==> config.mk <==
export PLATFORM = sky130hd
export DESIGN_NAME = rename_map_unit
export DESIGN_NICKNAME = d
export VERILOG_FILES = /design/src/rtl/rnm_pkg.sv /design/src/rtl/rnm_free_fifo.sv /design/src/rtl/rnm_map_table.sv /design/src/rtl/rename_map_unit.sv
export SDC_FILE = /design/constraint.sdc
export NUM_CORES = 1
export LEC_CHECK = 0
export ABC_AREA = 0
export BUFFER_PORTS_ARGS = -buffer_cell sky130_fd_sc_hd__buf_2
export CORE_MARGIN = 1.5
export CORE_UTILIZATION = 50
export CTS_BUF_LIST = sky130_fd_sc_hd__clkbuf_8
export CTS_CLUSTER_SIZE = 14
export DETAILED_ROUTE_END_ITERATION = 6
export GPL_TIMING_DRIVEN = 0
export PLACE_DENSITY = 0.71
export SKIP_LAST_GASP = 1
export SYNTH_ARGS = -nofsm -noshare
export SYNTH_HDL_FRONTEND = slang
export SYNTH_HIERARCHICAL = 1
export SYNTH_SLANG_ARGS = --single-unit
==> constraint.sdc <==
create_clock -name clk -period 3.6 [get_ports clk]
set_clock_uncertainty 0.2 [all_clocks]
set_input_delay 0.9 -clock clk [delete_from_list [all_inputs] [get_ports clk]]
set_output_delay 0.9 -clock clk [all_outputs]
set_load 0.01 [all_outputs]
==> src/rtl/rnm_pkg.sv <==
package rnm_pkg;
   localparam int unsigned RNM_SLOTS = 2;

   // number of slots that need a fresh physical register
   function automatic int unsigned slot_demand(input logic [1:0] vld, input logic [1:0] den);
      int unsigned n;
      n = 0;
      for (int i = 0; i < 2; i++) begin
         if (vld[i] && den[i]) n++;
      end
      return n;
   endfunction
endpackage

==> src/rtl/rnm_free_fifo.sv <==
module rnm_free_fifo #(
   parameter int unsigned PHYS_W    = 4,
   parameter int unsigned DEPTH     = 16,
   parameter int unsigned INIT_CNT  = 8,
   parameter int unsigned INIT_BASE = 8,
   parameter int unsigned CNT_W     = $clog2(DEPTH + 1)
) (
   input  logic                  clk,
   input  logic                  rst_n,
   input  logic [1:0]            pop_cnt,
   input  logic [1:0]            push_en,
   input  logic [2*PHYS_W-1:0]   push_data,
   output logic [PHYS_W-1:0]     head0,
   output logic [PHYS_W-1:0]     head1,
   output logic [CNT_W-1:0]      count
);
   localparam int unsigned PTR_W = $clog2(DEPTH);

   generate
      if ((1 << PTR_W) != DEPTH) begin : g_bad_depth
         $error("rnm_free_fifo: DEPTH must be a power of two");
      end
      if (INIT_CNT > DEPTH) begin : g_bad_init
         $error("rnm_free_fifo: INIT_CNT exceeds DEPTH");
      end
   endgenerate

   logic [PHYS_W-1:0] slots_q [DEPTH];
   logic [PTR_W-1:0]  rd_q, wr_q;
   logic [CNT_W-1:0]  cnt_q;
   logic [PTR_W-1:0]  wr_hi;

   assign wr_hi = wr_q + PTR_W'(push_en[0]);
   assign head0 = slots_q[rd_q];
   assign head1 = slots_q[rd_q + PTR_W'(1)];
   assign count = cnt_q;

   always_ff @(posedge clk) begin
      if (!rst_n) begin
         rd_q  <= '0;
         wr_q  <= PTR_W'(INIT_CNT % DEPTH);
         cnt_q <= CNT_W'(INIT_CNT);
         for (int i = 0; i < int'(DEPTH); i++) begin
            slots_q[i] <= (i < int'(INIT_CNT)) ? PHYS_W'(int'(INIT_BASE) + i) : '0;
         end
      end else begin
         if (push_en[0]) slots_q[wr_q]  <= push_data[0 +: PHYS_W];
         if (push_en[1]) slots_q[wr_hi] <= push_data[PHYS_W +: PHYS_W];
         rd_q  <= rd_q + PTR_W'(pop_cnt);
         wr_q  <= wr_hi + PTR_W'(push_en[1]);
         cnt_q <= cnt_q - CNT_W'(pop_cnt) + CNT_W'(push_en[0]) + CNT_W'(push_en[1]);
      end
   end

   p_no_overflow_r8: assert property (@(posedge clk) disable iff (!rst_n)
      (int'(cnt_q) + int'(push_en[0]) + int'(push_en[1]) - int'(pop_cnt)) <= int'(DEPTH));

   p_no_underflow_r7: assert property (@(posedge clk) disable iff (!rst_n)
      int'(pop_cnt) <= int'(cnt_q));
endmodule

==> src/rtl/rnm_map_table.sv <==
module rnm_map_table #(
   parameter int unsigned NUM_LOG = 8,
   parameter int unsigned LOG_W   = 3,
   parameter int unsigned PHYS_W  = 4,
   parameter int unsigned N_RD    = 6
) (
   input  logic                     clk,
   input  logic                     rst_n,
   input  logic [N_RD*LOG_W-1:0]    rd_addr,
   output logic [N_RD*PHYS_W-1:0]   rd_data,
   input  logic                     we0,
   input  logic [LOG_W-1:0]         wa0,
   input  logic [PHYS_W-1:0]        wd0,
   input  logic                     we1,
   input  logic [LOG_W-1:0]         wa1,
   input  logic [PHYS_W-1:0]        wd1
);
   generate
      if ((1 << LOG_W) < NUM_LOG) begin : g_bad_width
         $error("rnm_map_table: LOG_W too narrow for NUM_LOG");
      end
   endgenerate

   logic [PHYS_W-1:0] map_q [NUM_LOG];

   generate
      for (genvar r = 0; r < int'(N_RD); r++) begin : g_rd
         assign rd_data[r*PHYS_W +: PHYS_W] = map_q[rd_addr[r*LOG_W +: LOG_W]];
      end
   endgenerate

   always_ff @(posedge clk) begin
      if (!rst_n) begin
         for (int k = 0; k < int'(NUM_LOG); k++) map_q[k] <= PHYS_W'(k);
      end else begin
         if (we0) map_q[wa0] <= wd0;
         if (we1) map_q[wa1] <= wd1;   // younger slot overrides
      end
   end
endmodule

==> src/rtl/rename_map_unit.sv <==
module rename_map_unit #(
   parameter int unsigned NUM_LOG  = 8,
   parameter int unsigned NUM_PHYS = 16,
   parameter int unsigned LOG_W    = $clog2(NUM_LOG),
   parameter int unsigned PHYS_W   = $clog2(NUM_PHYS)
) (
   input  logic                  clk,
   input  logic                  rst_n,
   input  logic [1:0]            in_valid,
   input  logic [1:0]            in_dst_en,
   input  logic [2*LOG_W-1:0]    in_dst,
   input  logic [2*LOG_W-1:0]    in_src_a,
   input  logic [2*LOG_W-1:0]    in_src_b,
   input  logic [1:0]            rel_en,
   input  logic [2*PHYS_W-1:0]   rel_phys,
   output logic                  stall,
   output logic [1:0]            out_valid,
   output logic [1:0]            out_dst_en,
   output logic [2*PHYS_W-1:0]   out_src_a_phys,
   output logic [2*PHYS_W-1:0]   out_src_b_phys,
   output logic [2*PHYS_W-1:0]   out_dst_phys,
   output logic [2*PHYS_W-1:0]   out_prev_phys
);
   import rnm_pkg::*;

   localparam int unsigned FREE_INIT = NUM_PHYS - NUM_LOG;
   localparam int unsigned CNT_W     = $clog2(NUM_PHYS + 1);
   localparam int unsigned N_RD      = 3 * RNM_SLOTS;

   generate
      if (NUM_PHYS <= NUM_LOG) begin : g_bad_pool
         $error("rename_map_unit: NUM_PHYS must exceed NUM_LOG");
      end
      if (NUM_LOG < 2) begin : g_bad_log
         $error("rename_map_unit: NUM_LOG must be at least 2");
      end
   endgenerate

   logic [1:0]              want;
   logic [CNT_W-1:0]        need;
   logic [CNT_W-1:0]        fl_count;
   logic [PHYS_W-1:0]       fl_head0, fl_head1;
   logic                    accept;
   logic [PHYS_W-1:0]       alloc [2];
   logic [N_RD*LOG_W-1:0]   rd_addr;
   logic [N_RD*PHYS_W-1:0]  rd_data;
   logic [PHYS_W-1:0]       tbl_a [2], tbl_b [2], tbl_old [2];
   logic [PHYS_W-1:0]       ren_a [2], ren_b [2], ren_prev [2];

   assign want   = in_valid & in_dst_en;
   assign need   = CNT_W'(slot_demand(in_valid, in_dst_en));
   assign stall  = need > fl_count;
   assign accept = !stall;

   // slot 0 takes the head; slot 1 takes the next entry only if slot 0 took one
   assign alloc[0] = fl_head0;
   assign alloc[1] = want[0] ? fl_head1 : fl_head0;

   generate
      for (genvar s = 0; s < 2; s++) begin : g_slot
         assign rd_addr[(3*s+0)*LOG_W +: LOG_W] = in_src_a[s*LOG_W +: LOG_W];
         assign rd_addr[(3*s+1)*LOG_W +: LOG_W] = in_src_b[s*LOG_W +: LOG_W];
         assign rd_addr[(3*s+2)*LOG_W +: LOG_W] = in_dst[s*LOG_W +: LOG_W];
         assign tbl_a[s]   = rd_data[(3*s+0)*PHYS_W +: PHYS_W];
         assign tbl_b[s]   = rd_data[(3*s+1)*PHYS_W +: PHYS_W];
         assign tbl_old[s] = rd_data[(3*s+2)*PHYS_W +: PHYS_W];
         if (s == 0) begin : g_oldest
            assign ren_a[s]    = tbl_a[s];
            assign ren_b[s]    = tbl_b[s];
            assign ren_prev[s] = tbl_old[s];
         end else begin : g_younger
            logic hit_a, hit_b, hit_d;
            assign hit_a = want[0] && (in_src_a[s*LOG_W +: LOG_W] == in_dst[0 +: LOG_W]);
            assign hit_b = want[0] && (in_src_b[s*LOG_W +: LOG_W] == in_dst[0 +: LOG_W]);
            assign hit_d = want[0] && (in_dst[s*LOG_W +: LOG_W]   == in_dst[0 +: LOG_W]);
            assign ren_a[s]    = hit_a ? alloc[0] : tbl_a[s];
            assign ren_b[s]    = hit_b ? alloc[0] : tbl_b[s];
            assign ren_prev[s] = hit_d ? alloc[0] : tbl_old[s];
         end

         always_ff @(posedge clk) begin
            if (!rst_n) begin
               out_valid[s]                       <= 1'b0;
               out_dst_en[s]                      <= 1'b0;
               out_src_a_phys[s*PHYS_W +: PHYS_W] <= '0;
               out_src_b_phys[s*PHYS_W +: PHYS_W] <= '0;
               out_dst_phys[s*PHYS_W +: PHYS_W]   <= '0;
               out_prev_phys[s*PHYS_W +: PHYS_W]  <= '0;
            end else begin
               out_valid[s]                       <= accept && in_valid[s];
               out_dst_en[s]                      <= accept && want[s];
               out_src_a_phys[s*PHYS_W +: PHYS_W] <= ren_a[s];
               out_src_b_phys[s*PHYS_W +: PHYS_W] <= ren_b[s];
               out_dst_phys[s*PHYS_W +: PHYS_W]   <= want[s] ? alloc[s] : '0;
               out_prev_phys[s*PHYS_W +: PHYS_W]  <= want[s] ? ren_prev[s] : '0;
            end
         end
      end
   endgenerate

   rnm_map_table #(
      .NUM_LOG (NUM_LOG),
      .LOG_W   (LOG_W),
      .PHYS_W  (PHYS_W),
      .N_RD    (N_RD)
   ) u_map (
      .clk     (clk),
      .rst_n   (rst_n),
      .rd_addr (rd_addr),
      .rd_data (rd_data),
      .we0     (accept && want[0]),
      .wa0     (in_dst[0 +: LOG_W]),
      .wd0     (alloc[0]),
      .we1     (accept && want[1]),
      .wa1     (in_dst[LOG_W +: LOG_W]),
      .wd1     (alloc[1])
   );

   rnm_free_fifo #(
      .PHYS_W    (PHYS_W),
      .DEPTH     (NUM_PHYS),
      .INIT_CNT  (FREE_INIT),
      .INIT_BASE (NUM_LOG),
      .CNT_W     (CNT_W)
   ) u_free (
      .clk       (clk),
      .rst_n     (rst_n),
      .pop_cnt   (accept ? need[1:0] : 2'd0),
      .push_en   (rel_en),
      .push_data (rel_phys),
      .head0     (fl_head0),
      .head1     (fl_head1),
      .count     (fl_count)
   );

   p_alloc_distinct_r3: assert property (@(posedge clk) disable iff (!rst_n)
      (out_valid == 2'b11 && out_dst_en == 2'b11) |->
      out_dst_phys[0 +: PHYS_W] != out_dst_phys[PHYS_W +: PHYS_W]);

   p_bypass_src_r5: assert property (@(posedge clk) disable iff (!rst_n)
      (accept && want[0] && in_valid[1] && in_src_a[LOG_W +: LOG_W] == in_dst[0 +: LOG_W]) |=>
      out_src_a_phys[PHYS_W +: PHYS_W] == out_dst_phys[0 +: PHYS_W]);

   p_waw_chain_r6: assert property (@(posedge clk) disable iff (!rst_n)
      (accept && want == 2'b11 && in_dst[0 +: LOG_W] == in_dst[LOG_W +: LOG_W]) |=>
      out_prev_phys[PHYS_W +: PHYS_W] == out_dst_phys[0 +: PHYS_W]);

   p_stall_blocks_r7: assert property (@(posedge clk) disable iff (!rst_n)
      stall |=> out_valid == 2'b00);

   p_dst_only_valid_r9: assert property (@(posedge clk) disable iff (!rst_n)
      (out_dst_en & ~out_valid) == 2'b00);
endmodule

# == Word-level counts from Yosys, hierarchy flattened ==
# Memory sizes are Yosys's and may differ from the RTL's. A register that Yosys moved wholly into a read port is not among the register bits.
# Index checks and enable logic that the tools add are counted.
# classes
order_cmp,1
n_bitwise,1
muxes,33
n_reduce_logical,19
n_eq_ne,3
n_addsub,8
# op_table
operator,n
4-bit 2-to-1 mux,11
1-bit 2-to-1 mux,18
4-bit OR reduction,4
5-bit by 1-bit adder with 5-bit output,2
3-bit == test,3
1-bit logical AND,9
4-bit by 1-bit adder with 4-bit output,2
3-bit 2-to-1 mux,2
5-bit > comparator,1
5-bit 2-to-1 mux,1
5-bit by 2-bit subtractor with 5-bit output,1
4-bit by 1-bit adder with 4-bit output (second input constant),1
4-bit by 2-bit adder with 4-bit output,1
1-bit zero test,4
2-bit AND reduction,2
1-bit by 1-bit adder with 2-bit output (second input constant),1
2-bit bitwise AND,1
2-bit 2-to-1 mux,1
# word_totals
regBits,37
ram_bits,96
inputBits,34
elab_cells,79
memories,2
# mem_list
name,words,width,rd,rd_clocked_by_memory_dff,wr,line_no,text
u_free.slots_q,16,4,2,1,16,rnm_free_fifo.sv:28,logic [PHYS_W-1:0] slots_q [DEPTH];
u_map.map_q,8,4,6,3,8,rnm_map_table.sv:24,logic [PHYS_W-1:0] map_q [NUM_LOG];

# == Longest topological paths before layout ==
# Gate-level depths: netlist (run 1).
# logic_depth
depth_word,12
mapped_depth,15
ltp_nobuf,14

# == Cells and area by module ==
# The synthesis (run 1) kept the hierarchy.
# by_module_without_submodules
mod,instances,cells_each,area_each_um2,seq_area_each_um2
rnm_free_fifo,1,478,5267.6,2182.1
rnm_map_table,1,245,3385.7,960.9
rename_map_unit,1,131,1423.9,720.7

# == Worst setup path before layout (run 1) ==
# No wires, ideal clock.
# synth_path
kind,in2reg
from,input in_valid[0]
to,"register u_free.cnt_q[4], in the netlist u_free/count[4]"
path_slack_ps,-280
t_required_ps,3285
path_buffers,1
arrival_ps,3565
setup_ps,115
stages,15
cell_sequence,nand2_4 > xnor2_1 > ha_1 > a2111oi_2 > o21a_1 > buf_4 > nor2_1 > ha_1 > fa_1 > inv_1 > fa_1 > a21o_1 > a21oi_1 > xnor2_1 > and2_1
# synth_between
elab_chain_cells,9
# synth_lines
item,line_no,text
start: declaration,rename_map_unit.sv:9,"input logic [1:0] in_valid,"
1-bit logical AND *,rnm_pkg.sv:9,if (vld[i] && den[i]) n++;
1-bit 2-to-1 mux *,rnm_pkg.sv:9,
1-bit by 1-bit adder with 2-bit output,rnm_pkg.sv:9,
5-bit 2-to-1 mux *,rnm_pkg.sv:9,
5-bit > comparator *,rename_map_unit.sv:52,assign stall = need > fl_count;
via stall,rename_map_unit.sv:16,"output logic stall,"
2-bit 2-to-1 mux *,rename_map_unit.sv:128,".pop_cnt (accept ? need[1:0] : 2'd0),"
5-bit by 2-bit subtractor with 5-bit output *,rnm_free_fifo.sv:51,cnt_q <= cnt_q - CNT_W'(pop_cnt) + CNT_W'(push_en[0]) + CNT_W'(push_en[1]);
5-bit by 1-bit adder with 5-bit output * (2 in a row),rnm_free_fifo.sv:51,
end signal: assignment,rnm_free_fifo.sv:42,cnt_q <= CNT_W'(INIT_CNT);
end signal: assignment,rnm_free_fifo.sv:51,
end: declaration,rnm_free_fifo.sv:30,logic [CNT_W-1:0] cnt_q;
# The timed path passes the listed nets; every way through them passes the cells marked *.
# A chain may end at the register's enable or synchronous reset.

# == Worst setup path in the final report (run 1) ==
# layout_path
from,input in_dst_en[1]
to,output stall
# layout_between
elab_chain_cells,3
# layout_lines
item,line_no,text
start: declaration,rename_map_unit.sv:10,"input logic [1:0] in_dst_en,"
1-bit logical AND,rnm_pkg.sv:9,
5-bit 2-to-1 mux,rnm_pkg.sv:9,
5-bit > comparator,rename_map_unit.sv:52,
end: declaration,rename_map_unit.sv:16,
# No other way between the ends.

==> results.toml, run 1 <==
[power]
finalPower_mw = 4.60
pwr_density_cell_mw_per_mm2 = 406
leakage_nw = 4.16
ir_worst_vdd_mv = 0.221

[timing]
tightest_slew_ns = 0.828
rsz0062_at_grt = "yes"
max_freq_mhz = 282
slew_violations = 0
setup_viol = 0
hold_viol = 0
finalCriticalPeriod_ns = 3.54
fin_hold_ws_ns = 0.474
setup_tns_ns = 0
max-slew-margin-rel_pct = 44.6
finalCritPeriodShare_pct = 98.5

[worst_setup_path]
cp-end-kind = "output pin"
timing.rr.start = "u_free/rd_q[0]"
cp_max_fo = 5
crit_path_top_delay_cell = "a2111oi_4"
worstSetupStartpoint = "in_dst_en[1]"
rrSetupSlack_ns = 0.16
start_kind = "input port"
path_class = "in2out"
crit_arrival_ns = 2.44
path_cells = "buf_8 -> nand2_8 -> xnor2_4 -> ha_4 -> a2111oi_4 -> o21a_1 -> buf_6 -> buf_12 -> buf_12 -> buf_6"
crit_required_ns = 2.50
crit_path_max_incr_delay_ns = 0.34

[clock_network]
cts_tree = "done"
clock-sinks = 145
postCtsHoldBufs = 0
htreeDepth = 4
path_clk_slew_ns = 0.08
cts_root_buf = "clkbuf_8"
cts-buffers-inserted = 17
clk-insertion-delay-late_ns = 0.46
cts_max_path_buffers = 2

[routing]
drc_errors = 1
wl_per_cell_um = 23.0
route.vias.total = 7774
first_iter_violations = 813
vias_per_cell = 6.37
drtAntennaViolNets = 0
dr.pass1.iters = 7
drt_wl_total_um = 28000

[floorplanning]
io_pins = 71
initial_core_util_pct = 51.4
num_rows = 51
dieWidth_um = 145
die_h_um = 145
die_area_sq_mm = 0.0210
core-area_sq_mm = 0.0196

[grt]
grt_overflow_total = 0
grt_max_degree = 17
grt_pass1_wl_um = 42700
antenna_found_initial = 0
grt.total_usage_pct = 26.7
grt_pass1_vias = 7170

[synth]
seq_area_frac_synth_pct = 38.3
synth-main-ff-cell = "edfxtp_1"
synthCells = 854
synth_enable_flop_cells = 96
synth_cell_types = 66
synth_nets = 905
ys_async_sr_fraction_pct = 0
synth.avg_cell_area_sq_um = 11.8
synth_seq_cells = 145
syn_area_sq_mm = 0.0101
yosys_warnings = 6

[finish]
ff_latch_area_sq_mm = 0.00386
syn2layout_area_growth_pct = 12.4
fillers = 1642
layout_commonest_cell = "nand2_1"
multi_input_area_sq_mm = 0.00587
fin_nets = 993
final_cell_mix = "113 x nand2_1, 96 x edfxtp_1, 86 x mux2i_1"
n_antenna_cell = 0
drive_gt1_share_pct = 22.7
final_cell_area_sq_mm = 0.0113
stdcell_count = 1220

[run]
cap_violations = 0

[placed_design]
place_congestion = 0.926
io_buffers = 62
numPlacedInstances = 1181
post-dp-hpwl_um = 20900
post_dp_cell_area_sq_mm = 0.0108

[status]
status = "finished, violations left"
violations = "DRC"

[hold_path]
worstHoldStart = "u_free/rd_q[0]"
hp-class = "reg2reg"
## final cells by class
| cell class | count | share of cell area, % |
|---|---|---|
| Multi-Input combinational cell | 625 | 51.8 |
| Tap cell | 265 | 2.93 |
| Sequential cell | 145 | 34.1 |
| Clock inverter | 13 | 1.10 |
| Inverter | 18 | 0.596 |
| Timing Repair Buffer | 69 | 3.77 |
| Buffer | 66 | 3.37 |
| Clock buffer | 19 | 2.31 |
## final timing paths
kind,cells past startpoint,to
setup / recovery,10,stall
hold / removal,2,u_free/rd_q[0]
setup reg to reg,7,u_map/map_q[0][1]
hold reg to reg,2,u_free/rd_q[0]
## registers in the layout, indices dropped and copies added (netlist names)
signal / count
u_free/slots_q: 64
u_map/map_q: 32
out_dst_phys: 8
out_prev_phys: 8
out_src_a_phys: 8
out_src_b_phys: 8
u_free/count: 5
u_free/rd_q: 4
u_free/wr_q: 4
out_dst_en: 2
out_valid: 2
## layer usage
metal	part of all wire, %	global-route usage (%)	vias to the layer above
met5	0	0	-
met4	1.9	7.63	0
met3	12	5.03	54
met2	43	38.7	545
met1	43	40.5	3717
li1	-	-	3458
## cell families (layout without fill, tap and decap cells)
logic type      Yosys count  after routing  share of synthesized area, %
simple gates            321            321                          16.2
mux                     194            194                          31.0
flops                   145            145                          38.3
buf+inv                  84            185                          4.40
compound gates           73             73                          5.95
xor+xnor                 20             20                          1.74
fa+ha+maj                17             17                          2.33
## synthesized netlist by cell type, types with 3 or more instances
cell type	number	area, sq um
nor2b_1	16	100
and2_1	24	150
mux2_2	33	372
edfxtp_1	96	2880
a41o_1	3	30.0
o31ai_1	8	60.1
nand4b_1	3	26.3
buf_2	16	80.1
o21ai_0	5	25.0
buf_6	10	113
mux4_2	18	405
nand3b_1	9	67.6
nor2_1	49	184
nand3_1	41	205
clkbuf_1	28	105
o21bai_2	3	33.8
o221ai_1	3	26.3
nor3_1	13	65.1
nand4_1	7	43.8
buf_1	4	15.0
nor3b_1	5	37.5
nor4_4	3	63.8
mux2i_1	86	861
inv_1	18	67.6
xor2_1	13	114
a32o_1	4	40.0
xnor2_1	7	61.3
and3b_1	4	35.0
ha_1	14	175
o211ai_1	9	67.6
mux4_1	56	1470
nand2_1	114	428
a21oi_2	3	26.3
or3b_2	3	26.3
and3_1	14	87.6
nand2b_1	9	56.3
a221oi_1	4	35.0
a21oi_1	4	20.0
buf_4	6	45.0
fa_1	3	60.1
dfxtp_1	49	981
a31oi_1	9	56.3
## timing repair
| action | 4_1_cts | 5_1_grt |
|---|---|---|
| endpoints found under the hold margin | 0 | 0 |
| gates cloned | 0 | 0 |
| pin swaps | 1 | 12 |
| resized for setup | 3 | 23 |
| buffers inserted | 3 | 4 |
| endpoints found under the setup margin | 8 | 12 |
## metrics by stage
stage | worst slack, ns | util (%)
2_1_floorplan | -0.0959 | -
3_3_place_gp | -0.482 | 54.9
3_5_place_dp | -0.551 | 54.9
4_1_cts | 0.0215 | 57.1
5_1_grt | -0.0530 | 57.8
6_report | 0.0553 | 57.8
## worst max-delay path, delay by kind of cell
family / cells / cell delay [ns]
compound gates: 2 / 0.53
fa+ha+maj: 1 / 0.23
xor+xnor: 1 / 0.20
simple gates: 1 / 0.08
buf+inv: 5 / 0.49
## power by group
group          internal [mW]  leakage, nW  switching [mW]  total (mW)
sequential              1.90         1.29           0.100        2.00
clock                  0.594        0.194           0.678        1.27
combinational          0.591         2.68           0.737        1.33
total                   3.08         4.16            1.52        4.60
Note: power is estimated with default switching activity, not from simulation.
==> inputs of run 2 (changes only) <==
--- a/config.mk
+++ b/config.mk
@@ -14,6 +14,7 @@
 export DETAILED_ROUTE_END_ITERATION = 6
 export GPL_TIMING_DRIVEN = 0
 export PLACE_DENSITY = 0.71
+export SETUP_SLACK_MARGIN = 0.2
 export SKIP_LAST_GASP = 1
 export SYNTH_ARGS = -nofsm -noshare
 export SYNTH_HDL_FRONTEND = slang
==> run 2 against run 1 <==
Against the previous run: the run now ends clean; die area did not move; clock-buffer cell count shrank 2; via count increased by 2.1%; maximum frequency grew 4.8%; worst setup slack improved by 0.16 ns; critical path type is now in2reg; largest cell class unchanged.
==> results.toml, run 2 (synthesis results as in run 1) <==
[status]
status = "finished clean"

[grt]
grt_max_degree = 17
grt_pass1_vias = 7389
grt_pass1_wl_um = 44100
grt.total_usage_pct = 27.4
grt_overflow_total = 0
antenna_found_initial = 0

[clock_network]
cts_root_buf = "clkbuf_8"
clock-sinks = 145
cts_max_path_buffers = 2
cts_tree = "done"
path_clk_slew_ns = 0.09
clk-insertion-delay-late_ns = 0.45
cts-buffers-inserted = 17
htreeDepth = 4

[finish]
fin_util_pct = 58.2
final_cell_area_sq_mm = 0.0114
fin_nets = 994
final_cell_mix = "113 x nand2_1, 96 x edfxtp_1, 86 x mux2i_1"
top_register = "u_free/slots_q"
reg_top3 = "u_free/slots_q: 64 flops, u_map/map_q: 32 flops"
syn2layout_area_growth_pct = 13.1
drive_gt1_share_pct = 23.4
largest_register_ffs = 64
layout_commonest_cell = "nand2_1"

[timing]
finalCritPeriodShare_pct = 94.0
tightest_slew_ns = 0.809
max_freq_mhz = 296
slew_violations = 0
max-slew-margin-rel_pct = 45.7
rsz0062_at_grt = "yes"
hold_viol = 0
setup_viol = 0
finalCriticalPeriod_ns = 3.38

[routing]
route.vias.total = 7937
drt_wl_total_um = 28700
vias_per_cell = 6.50
drc_errors = 0
dr.pass1.iters = 7
drtAntennaViolNets = 0
first_iter_violations = 774
wl_per_cell_um = 23.5

[floorplanning]
io_pins = 71
die_h_um = 145
dieWidth_um = 145
initial_core_util_pct = 51.4
core-area_sq_mm = 0.0196
die_area_sq_mm = 0.0210
num_rows = 51

[worst_setup_path]
crit_path_max_incr_delay_ns = 0.34
path_class = "in2reg"
ff2ff_path_depth = 8
worst-path-stages = 16
r2r-end = "u_map/map_q[0][0]"
start_kind = "input port"
timing.rr.start = "u_free/rd_q[1]"
cp-end-kind = "flop"
crit_arrival_ns = 3.54
crit_family = "adder cells"
worstSetupStartpoint = "in_dst_en[1]"
rrSetupSlack_ns = 0.29
endpoint = "u_free/count[4]"
path_cells = "buf_8 -> nand2_8 -> xnor2_4 -> ha_4 -> a2111oi_4 -> o21a_1 -> buf_6 -> nor2_4 -> ha_4 -> fa_2 -> inv_2 -> fa_2 -> a21o_1 -> a21oi_2 -> xnor2_1 -> and2_1"
crit_required_ns = 3.75
crit_path_top_delay_cell = "fa_2"
cp_max_fo = 5
crit_buf_inv = 3

[placed_design]
post_dp_cell_area_sq_mm = 0.0108
place_congestion = 0.980
post-dp-hpwl_um = 21300
io_buffers = 62

[hold_path]
hp-class = "reg2reg"

[power]
leakage_nw = 4.19
pwr_density_cell_mw_per_mm2 = 413
ir_worst_vdd_mv = 0.246

[run]
cap_violations = 0
run 2: cell count changes in the layout (fill, tap and decap cells not counted), moves of 2 or more:
cell      delta
buf_12       -2
buf_4        +2
clkbuf_1     -2
clkbuf_2     +2
clkbuf_8     -2
clkinv_2     +2
clkinv_4     -2
ha_1         -2
ha_4         +2
inv_8        +2
nor2_4       +2
run 2: through the flow:
step	hold slack (ns)	cells	TNS [ns]	setup WS, ns	power [mW]
floorplan	0.368	854	-0.0802	-0.0802	2.92
global placement	0.433	1181	-2.25	-0.445	3.26
detailed placement	0.435	1181	-2.84	-0.464	3.30
CTS	0.455	1218	0	0.165	4.66
global route	0.490	1221	0	0.108	4.91
finish	0.459	1222	0	0.217	4.71
run 2: worst min path at each step:
stage                     end  slack (ns)  cells past startpoint      startpoint
5_1_grt        u_free/rd_q[0]        0.49                      2  u_free/rd_q[0]
6_report       u_free/rd_q[0]        0.46                      2  u_free/rd_q[0]
4_1_cts        u_free/rd_q[0]        0.46                      2  u_free/rd_q[0]
2_1_floorplan  u_free/rd_q[0]        0.37                      2  u_free/rd_q[0]
3_5_place_dp   u_free/rd_q[0]        0.44                      2  u_free/rd_q[0]
3_3_place_gp   u_free/rd_q[0]        0.43                      2  u_free/rd_q[0]
run 2: layer usage:
layer	share of wire (%)	vias up	global-route usage, %
met5	0	-	0
met4	3.0	0	9.28
met3	9.8	79	5.60
met2	45	525	40.8
met1	42	3862	40.0
li1	-	3471	-
run 2: cell type report:
class                   instances  area, sq um
fillers                      1621         8190
multi-input cells             626         5940
flip-flops and latches        145         3860
repair buffers                 69          402
plain buffers                  66          387
well taps                     265          332
clock buffers                  17          234
clock inverters                15          175
inverters                      18         67.6
diodes                          1         2.50
run 2: repair_timing:
item | CTS | global route
buffers inserted | 5 | 2
endpoints found under the setup margin | 12 | 27
gates resized for setup | 8 | 21
hold endpoints to repair | 0 | 0
pin swaps | 4 | 0
hold buffers | 0 | 0
cloned | 0 | 1
run 2: tightest hold or removal path, stage by stage, from the launching register on:
cell	delay [ns]
dfxtp_1	0.40
ha_1	0.13
and2_1	0.11
run 2: where the power goes:
| part | total (mW) | internal (mW) | switching, mW |
|---|---|---|---|
| clock network | 1.36 | 0.640 | 0.716 |
| logic | 1.36 | 0.588 | 0.770 |
| registers | 1.99 | 1.90 | 0.0957 |
| total | 4.71 | 3.13 | 1.58 |
==> inputs of run 3 (changes only) <==
--- a/config.mk
+++ b/config.mk
@@ -7,7 +7,7 @@
 export LEC_CHECK = 0
 export ABC_AREA = 0
 export BUFFER_PORTS_ARGS = -buffer_cell sky130_fd_sc_hd__buf_2
-export CORE_MARGIN = 1.5
+export CORE_MARGIN = 2
 export CORE_UTILIZATION = 50
 export CTS_BUF_LIST = sky130_fd_sc_hd__clkbuf_8
 export CTS_CLUSTER_SIZE = 14
==> constraint.sdc (replaced) <==
create_clock -name clk -period 2.9 [get_ports clk]
set_clock_uncertainty 0.2 [all_clocks]
set_input_delay 0.725 -clock clk [delete_from_list [all_inputs] [get_ports clk]]
set_output_delay 0.725 -clock clk [all_outputs]
set_load 0.01 [all_outputs]
==> run 3 against run 2 <==
Against the previous run: the flow now finishes with violations (setup timing); core utilization rose by 7.8 points; sequential share of layout area fell by 3.9 points; hold slack got worse by 0.14 ns.
==> results.toml, run 3 (synthesis results as in run 1) <==
[timing]
rsz0062_at_grt = "yes"
setup_viol = 65
tightest_slew_ns = 1.13
max-slew-margin-rel_pct = 24.3
finalCritPeriodShare_pct = 108
max_freq_mhz = 320
finalCriticalPeriod_ns = 3.13
worst_slack_ns = -0.225
setup_tns_ns = -6.98
slew_violations = 0
hold_viol = 0

[routing]
drtAntennaViolNets = 0
drc_errors = 0
first_iter_violations = 1120
drt_wl_total_um = 32100
dr.pass1.iters = 5
route.vias.total = 8402
wl_per_cell_um = 24.8
vias_per_cell = 6.51

[grt]
grt_pass1_vias = 7914
grtUsageMet3_pct = 6.02
grtUsageMet2_pct = 44.5
grt_pass1_wl_um = 46100
grt.total_usage_pct = 28.6
busiest_layer = "met2"
antenna_found_initial = 0
grt_max_degree = 17
grt_overflow_total = 0
gr-usage-met1_pct = 40.0

[floorplanning]
io_pins = 71
die_h_um = 146
initial_core_util_pct = 51.4
core-area_sq_mm = 0.0196
die_area_sq_mm = 0.0213
dieWidth_um = 146
num_rows = 51

[worst_setup_path]
timing.rr.start = "u_free/count[1]"
crit_arrival_ns = 2.20
cp-end-kind = "output pin"
worstSetupStartpoint = "in_dst_en[0]"
cp_max_fo = 4
crit_required_ns = 1.98
start_kind = "input port"
path_class = "in2out"

[power]
pwr_density_cell_mw_per_mm2 = 494
leakage_nw = 4.76
ir_worst_vdd_mv = 0.308

[clock_network]
cts_tree = "done"
clk-insertion-delay-late_ns = 0.48
cts_root_buf = "clkbuf_8"
htreeDepth = 4
cts-buffers-inserted = 17
cts_max_path_buffers = 2
postCtsHoldBufs = 0
clock-sinks = 145
path_clk_slew_ns = 0.08

[status]
status = "finished, violations left"
violations = "setup timing"

[finish]
final_cell_mix = "108 x nand2_1, 96 x edfxtp_1, 86 x mux2i_1"
reg_top3 = "u_free/slots_q: 64 flops, u_map/map_q: 32 flops"
syn2layout_area_growth_pct = 28.3
drive_gt1_share_pct = 37.6
top_register = "u_free/slots_q"
final_cell_area_sq_mm = 0.0129
largest_register_ffs = 64
fin_nets = 1064
layout_commonest_cell = "nand2_1"
n_antenna_cell = 0

[hold_path]
hp-class = "in2reg"
worstHoldStart = "in_valid[0]"

[placed_design]
post_dp_cell_area_sq_mm = 0.0109
io_buffers = 62
post-dp-hpwl_um = 20600
place_congestion = 0.946

[run]
cap_violations = 0
-- run 3: cell count changes in the layout (fill, tap and decap cells not counted), moves of 6 or more --
cell / previous run / this run
nor3_1: 12 / 4
buf_6: 14 / 40
nand3_1: 41 / 21
buf_4: 12 / 52
nor2_1: 47 / 39
nand3_2: 0 / 9
o31ai_1: 8 / 1
buf_12: 0 / 7
buf_2: 71 / 65
nand3_4: 0 / 11
mux2_4: 2 / 10
mux2_2: 33 / 25
-- run 3: per-stage QoR --
step | hold WS [ns] | std cells | utilization, % | worst slack (ns) | power (mW)
2_1_floorplan | 0.368 | 854 | - | -0.605 | 3.64
3_3_place_gp | 0.435 | 1181 | 55.8 | -0.932 | 4.07
3_5_place_dp | 0.440 | 1181 | 55.8 | -0.982 | 4.10
4_1_cts | 0.311 | 1268 | 63.3 | -0.218 | 6.18
5_1_grt | 0.306 | 1291 | 66.0 | -0.369 | 6.62
6_report | 0.319 | 1291 | 66.0 | -0.225 | 6.38
-- run 3: path summary, 6_finish.rpt --
| check | end | slack [ns] | cells after the start |
|---|---|---|---|
| min | out_valid[0] | 0.32 | 2 |
| max | stall | -0.23 | 10 |
| min reg2reg | u_free/rd_q[0] | 0.48 | 2 |
| max reg2reg | u_free/count[4] | -0.13 | 14 |
-- run 3: area by class of cell --
type	count	area [sq um]
Clock inverter	15	183
Sequential cell	145	3870
Clock buffer	17	234
Tap cell	265	332
Fill cell	1396	6660
Buffer	66	479
Inverter	18	67.6
Timing Repair Buffer	139	1110
Multi-Input combinational cell	626	6650
-- run 3: power by group --
group / total [mW] / switching (mW) / leakage, nW / internal [mW]
logic: 2.15 / 1.16 / 3.27 / 0.995
registers: 2.49 / 0.128 / 1.29 / 2.36
clock network: 1.74 / 0.882 / 0.205 / 0.862
-- run 3: timing repair --
item,in CTS,in global routing
pin swaps,22,24
gates resized for setup,139,61
endpoints found under the setup margin,97,132
buffers inserted,53,23
hold endpoints to repair,0,0
cloned,2,0
-- run 3: metal layers --
layer / up-vias / part of all wire, %
met5: - / 0
met4: 0 / 3.0
li1: 3603 / -
met3: 116 / 11
met2: 574 / 46
met1: 4109 / 40
-- run 3: worst max-delay path, stage by stage --
cell and delay [ns]:
buf_8 0.09, nand2_8 0.09, xnor2_4 0.20, ha_4 0.23, a2111oi_4 0.28, o21a_1 0.18
buf_6 0.12, buf_4 0.10, buf_4 0.09, buf_6 0.09
